**src/rtl/bus_turn_ctrl.sv**
```systemverilog
module bus_turn_ctrl #(
  parameter int RDQ_DEPTH = 32,
  parameter int WRQ_DEPTH = 32,
  parameter int WR_HI     = 24,
  parameter int WR_LO     = 8,
  parameter int MIN_WR    = 8,
  parameter int T_RTW     = 2,
  parameter int T_WTR     = 6
) (
  input  logic                           clk,
  input  logic                           rst_n,
  input  logic [$clog2(RDQ_DEPTH+1)-1:0] rd_count,
  input  logic [$clog2(WRQ_DEPTH+1)-1:0] wr_count,
  input  logic                           issue_vld,
  input  logic                           issue_is_wr,
  output logic [1:0]                     mode,
  output logic                           grant_rd,
  output logic                           grant_wr
);
  localparam int WCW  = $clog2(WRQ_DEPTH+1);
  localparam int CNTW = $clog2(MIN_WR+2);
  localparam int TMAX = (T_RTW > T_WTR) ? T_RTW : T_WTR;
  localparam int TW   = $clog2(TMAX+2);

  typedef enum logic [1:0] {
    M_RD = 2'd0, M_R2W = 2'd1, M_WR = 2'd2, M_W2R = 2'd3
  } mode_e;

  if (!(WR_LO < WR_HI && WR_HI <= WRQ_DEPTH)) begin : g_r10_bad_cfg
    $error("R10: thresholds must satisfy WR_LO < WR_HI <= WRQ_DEPTH");
  end

  mode_e            st, st_nx;
  logic [CNTW-1:0]  dir_cnt;
  logic [TW-1:0]    tmr;
  logic             min_met, rd_pend, wr_pend, turn;

  assign rd_pend  = (rd_count != '0);
  assign wr_pend  = (wr_count != '0);
  assign min_met  = (dir_cnt >= CNTW'(MIN_WR));
  assign mode     = st;
  assign grant_rd = (st == M_RD);
  assign grant_wr = (st == M_WR);
  assign turn     = (st_nx != st);

  always_comb begin
    st_nx = st;
    case (st)
      M_RD:  if (wr_count >= WCW'(WR_HI) || (!rd_pend && wr_pend)) st_nx = M_R2W;
      M_R2W: if (tmr == '0) st_nx = M_WR;
      M_WR:  if ((min_met && wr_count <= WCW'(WR_LO)) || (!wr_pend && rd_pend)) st_nx = M_W2R;
      M_W2R: if (tmr == '0) st_nx = M_RD;
      default: st_nx = M_RD;
    endcase
  end

  always_ff @(posedge clk) begin
    if (!rst_n) begin
      st      <= M_RD;
      dir_cnt <= '0;
      tmr     <= '0;
    end else begin
      st <= st_nx;
      if (turn) begin
        dir_cnt <= '0;
        tmr     <= (st_nx == M_R2W) ? TW'(T_RTW) : TW'(T_WTR);
      end else begin
        if (tmr != '0) tmr <= tmr - 1'b1;
        if (issue_vld && (issue_is_wr == (st == M_WR)) && !min_met &&
            (st == M_WR || st == M_RD))
          dir_cnt <= dir_cnt + 1'b1;
      end
    end
  end

  a_r2_hi_drain: assert property (@(posedge clk) disable iff (!rst_n)
    (mode == 2'd0 && wr_count >= WCW'(WR_HI)) |=> (mode == 2'd1));
  a_r4_r2w_exit: assert property (@(posedge clk) disable iff (!rst_n)
    (mode == 2'd1) |=> (mode == 2'd1 || mode == 2'd2));
  a_r5_w2r_exit: assert property (@(posedge clk) disable iff (!rst_n)
    (mode == 2'd3) |=> (mode == 2'd3 || mode == 2'd0));
  a_r4_wr_grant_src: assert property (@(posedge clk) disable iff (!rst_n)
    $rose(grant_wr) |-> ($past(mode) == 2'd1));
  a_r5_rd_grant_src: assert property (@(posedge clk) disable iff (!rst_n)
    $rose(grant_rd) |-> ($past(mode) == 2'd3));
  a_r6_hysteresis: assert property (@(posedge clk) disable iff (!rst_n)
    (mode == 2'd2 && wr_count > WCW'(WR_LO)) |=> (mode == 2'd2));
  a_r9_grant_excl: assert property (@(posedge clk) disable iff (!rst_n)
    $onehot0({grant_rd, grant_wr}));
endmodule

```
**config.mk**
```make
export PLATFORM = sky130hd
export DESIGN_NAME = bus_turn_ctrl
export DESIGN_NICKNAME = d
export VERILOG_FILES = /design/src/rtl/bus_turn_ctrl.sv
export SDC_FILE = /design/constraint.sdc
export NUM_CORES = 1
export LEC_CHECK = 0
export BUFFER_PORTS_ARGS = -buffer_cell sky130_fd_sc_hd__clkbuf_2
export CAP_MARGIN = 20
export CELL_PAD_IN_SITES_DETAIL_PLACEMENT = 0
export CELL_PAD_IN_SITES_GLOBAL_PLACEMENT = 1
export CORE_MARGIN = 2
export CORE_UTILIZATION = 32
export DETAILED_ROUTE_END_ITERATION = 12
export GPL_TIMING_DRIVEN = 0
export PLACE_DENSITY_LB_ADDON = 0.1
export SLEW_MARGIN = 20
export SYNTH_ARGS = -nofsm -noshare
export SYNTH_HDL_FRONTEND = slang
export SYNTH_SLANG_ARGS = --single-unit
```
**constraint.sdc**
```tcl
create_clock -name clk -period 1.6 [get_ports clk]
set_input_delay 0.16 -clock clk [delete_from_list [all_inputs] [get_ports clk]]
set_output_delay 0.16 -clock clk [all_outputs]
set_load 0.05 [all_outputs]
```
# After elaboration in Yosys (flattened, before gate mapping)
# Cells that the tools add are included.
word_totals:
  register_bits: 9
  input_bits: 16
  output_inout_bits: 4
  word_cells: 42
op_classes:
  add_sub_neg: 2
  order_cmp: 3
  eq_ne: 6
  n_mux: 8
  n_bitwise: 1
  n_reduce_logical: 19
ops:
  columns: ["op", "count"]
  rows:
  - ["nonzero test 6 bit", 2]
  - ["2-to-1 mux 3 bit", 3]
  - ["2-to-1 mux 2 bit", 4]
  - ["one-hot mux 2 bit (4 select lines)", 1]
  - [">= comparator 6 x 5 -> 1 bit (second input constant)", 1]
  - ["less-or-equal comparator 6 x 4 -> 1 bit (second input constant)", 1]
  - ["logical AND 1 bit", 6]
  - ["adder 4 x 1 -> 4 bit (second input constant)", 1]
  - ["== test 2 x 1 -> 1 bit (second input constant)", 2]
  - ["== test 2 bit (second input constant)", 2]
  - [">= comparator 4 bit (second input constant)", 1]
  - ["logical NOT 1 bit", 3]
  - ["logical NOT 3 bit", 1]
  - ["logical OR 1 bit", 3]
  - ["nonzero test 3 bit", 1]
  - ["subtractor 3 x 1 -> 3 bit (second input constant)", 1]
  - ["logical NOT 2 bit", 1]
  - ["!= test 2 bit", 1]
  - ["nonzero test 2 bit", 1]
  - ["OR reduction 2 bit", 1]
  - ["== test 1 bit", 1]
  - ["NOT 1 bit", 1]

# Depth between registers and ports, before layout
logic_depth:
  depth_word: 9
  mapped_depth: 6
  depth_no_buf: 6

# Least setup slack after synthesis
# No wires, ideal clock.
synth_path:
  kind: "reg2reg"
  startpoint: "register st[1], in the netlist mode[1]"
  endpoint: "register tmr[1]"
  setup_time_ns: 0.119
  arrival_ns: 2.231
  t_required_ns: 1.481
  setup_slack_ns: -0.749
  path_stages_with_launch: 5
  n_path_buf: 0
  period_less_slack_ns: 2.349
  cell_sequence: "dfxtp_1 > nor2b_1 > a21boi_2 > o21ai_2 > o221a_1"
synth_between:
  elab_chain_cells: 4
  elab_cells_between_ends: 12
  classes_between: "eq/ne: 4; mux: 6; reduce/logical: 2"
synth_lines:
  columns: ["item", "line", "source"]
  rows:
  - ["start: declaration", "33", "mode_e st, st_nx;"]
  - ["start signal: assignment", "63", "st <= st_nx;"]
  - ["== test 2 bit (*)", null, null]
  - ["named net grant_wr", "18", "output logic grant_wr"]
  - ["one-hot mux 2 bit (4 select lines) (*)", "48", "case (st)"]
  - ["!= test 2 bit (*)", "44", "assign turn = (st_nx != st);"]
  - ["2-to-1 mux 3 bit or nonzero test 2 bit (tied branches)", null, null]
  - ["end signal: assignment", "66", "tmr <= (st_nx == M_R2W) ? TW'(T_RTW) : TW'(T_WTR);"]
  - ["end signal: assignment", "68", "if (tmr != '0) tmr <= tmr - 1'b1;"]
  - ["end: declaration", "35", "logic [TW-1:0] tmr;"]
# The timed path passes the listed nets; every way through them passes the cells marked *.
# A chain may end at the register's enable or synchronous reset.

# Worst setup path after layout
layout_path:
  startpoint: "register st[0], in the netlist mode[0]"
  endpoint: "register tmr[1]"
layout_between:
  elab_chain_cells: 4
  elab_cells_between_ends: 12
  classes_between: "eq/ne: 4; mux: 6; reduce/logical: 2"
layout_lines:
  columns: ["item", "line"]
  rows:
  - ["== test 2 bit (tied with other cells)", "48"]
  - ["one-hot mux 2 bit (4 select lines)", "48"]
  - ["!= test 2 bit (*)", "44"]
  - ["2-to-1 mux 3 bit or nonzero test 2 bit (tied branches)", null]
# Every way passes the cells marked *; elsewhere a longest branch is shown, timed or not.

==> flow_summary.toml <==
[run_status]
status = "complete, no violations"

[clock_tree]
clkSinkCount = 9
cts_root_buf = "clkbuf_4"
clkLatencyLatePin_ns = 0.26
path_clk_slew_ns = 0.06
cts_buffers = 3
cts_tree = "built"
cts.path.max_buffers = 2
cts_max_level = 1

[setup_path]
crit_type = "register to register"
path_max_fanout = 7
critPathMaxStageDelay_ns = 0.44
crit_family = "compound AO/OA/AOI/OAI gates"
required_ns = 1.75
worstSetupStartpointType = "register"
slowest_stage = "a2111o_1"
rrSetupSlack_ns = 0.06
cp_cell_sequence = "a2111o_1 -> a31oi_4 -> o21ai_4 -> o221a_1"
worstPathBufferInverterCount = 0
crit_arrival_ns = 1.69
cp-end-kind = "register"

[synthesis]
yosysSeqAreaShare = 0.290
yosys_register_bits = 9
synthTopCellsByArea = "dfxtp_1 (29%), ha_1 (8.0%), a211oi_1 (6.0%)"
netlist-cell-type-count = 33
yosysTopAreaCellShare = 0.290
synthCells = 64
post-synth-top-area-cell = "dfxtp_1"
ys_warn_count = 0
synth.avg_cell_area_um2 = 9.72
syn_area_um2 = 622
synth_nets = 84

[grt]
grt_pass1_vias = 444
gr-total-overflow = 0
grt_pass1_wl_um = 1930
grt_start_max_net_pins = 11
track_usage = 0.122
antenna_found_initial = 0

[die]
coreArea_mm2 = 0.00178
io_pins = 20
initial_utilization = 0.349
die_area_mm2 = 0.00231
die_w_um = 48.1
die_h_um = 48.1
row_count = 15

[final_layout]
final_common_cell = "clkbuf_2"
finalNetCount = 112
final_cell_mix = "clkbuf_2 (19), inv_1 (8), dfxtp_1 (6)"
finalInstanceArea_um2 = 856
area_delta_synth_final_pct = 37.6
layout-drive-gt1-share = 0.495
num_antenna_cells = 0

[timing]
slew_violations = 0
worst_pin_slew_ns = 0.376
clock_skew_ns = 0.000820
hold_violations = 0
period_minus_slack_ns = 1.54
fmax_ghz = 0.649
slew_headroom = 0.748
setup_viol = 0
fin_crit_sh = 0.963

[placement]
port_buffers = 19
gp_routability_congestion = 0.737
hpwl_um = 943
dpl_cell_area_um2 = 766

[pwr]
leakagePower_nw = 0.345
p_seq_frac = 0.253
powerDensity_mw_per_mm2 = 1670
peakVddDrop_mv = 0.716
finalPower_w = 0.00143
comb_power_share = 0.627
power.clock.fraction = 0.120
sw_frac_of_total = 0.446
power.switching_w = 0.000637
p_int_w = 0.000793

[job]
drv_cap = 0

[detailed_routing]
vias = 564
dr.pass1.iters = 6
routed_wl_um = 1280
ant_nets = 0
vias_per_cell = 4.86
drtIter0Drc = 4
drc = 0
wl_per_cell_um = 11.0

[min_path]
hold_path.class = "primary input to register"
==> power by group through the flow <==
stage / Sequential (W) / Clock (W) / Combinational (W)
3_5_place_dp: 0.000352 / 0 / 0.000750
4_1_cts: 0.000389 / 0.000178 / 0.000774
6_report: 0.000361 / 0.000172 / 0.000897
5_1_grt: 0.000371 / 0.000190 / 0.000979
2_1_floorplan: 0.000413 / 0 / 0.000534
3_3_place_gp: 0.000350 / 0 / 0.000750
==> stage by stage <==
stage	util	setup slack (ns)	std cells	TNS (ns)	hold slack, ns
after global placement	0.429	-0.158	108	-0.179	0.435
after detailed placement	0.429	-0.142	108	-0.160	0.429
after global routing	0.480	-0.00244	116	-0.00268	0.170
after floorplan	-	-0.0163	64	-0.0163	0.302
after CTS	0.455	0.0166	111	0	0.155
final	0.480	0.0596	116	0	0.160
==> routing by layer <==
layer,part of all wire,vias to the layer above,track usage
li1,-,288,-
met1,0.47,252,0.173
met2,0.45,20,0.171
met3,0.053,4,0.0113
met4,0.028,0,0.0811
met5,0,-,0
==> sequential cells by signal, indices dropped and copies added (netlist names) <==
signal / count
tmr: 3
mode: 2
dir_cnt: 4
==> worst register-to-register path, stage by stage (launching register included) <==
cell and delay, ns:
dfxtp_4 0.36, a2111o_1 0.44, a31oi_4 0.25, o21ai_4 0.13
o221a_1 0.26
==> final timing paths <==
| path | start | endpoint | cells after the start |
|---|---|---|---|
| hold reg to reg | tmr[0] | tmr[0] | 1 |
| setup reg to reg | mode[0] | tmr[1] | 4 |
| hold / removal | rst_n | tmr[1] | 2 |
| setup / recovery | mode[0] | tmr[1] | 4 |
==> cells by family (layout without fill, tap and decap cells) <==
kind of cell / after synthesis / in the layout / share of synthesized area
xor gates and xnor gates: 4 / 4 / 0.0563
and+or+nand+nor: 21 / 21 / 0.245
buffers and inverters: 9 / 36 / 0.0563
muxes: 2 / 2 / 0.0342
AOI/OAI and AO/OA: 15 / 15 / 0.237
DFF: 9 / 9 / 0.290
adders and majority gates: 4 / 4 / 0.0805
==> final cells by class <==
type | count | area, um^2
Clock buffer | 4 | 26.3
Timing Repair Buffer | 24 | 133
Multi-Input combinational cell | 46 | 447
Fill cell | 183 | 927
Tap cell | 25 | 31.3
Sequential cell | 9 | 189
Inverter | 8 | 30.0
==> what timing repair did <==
action,in CTS,in global routing
buffers inserted,0,5
hold buffers,0,0
gates resized for setup,5,3
pin swaps,2,2
endpoints found under the setup margin,2,4
==> synthesized netlist by cell type (all sizes together) <==
cell type,count
a2111o,1
a211oi,5
a21boi,1
a311oi,1
a31oi,2
a41oi,1
and3,1
buf,1
dfxtp,9
ha,4
inv,8
mux2,1
mux2i,1
nand2,5
nand2b,1
nand3,2
nor2,3
nor2b,1
nor3,1
nor3b,1
nor4,1
nor4b,1
o21ai,1
o221a,1
o31ai,1
o32ai,1
or2,1
or3,2
or3b,1
xnor2,1
xor2,3
(Power assumes the default switching activity.)
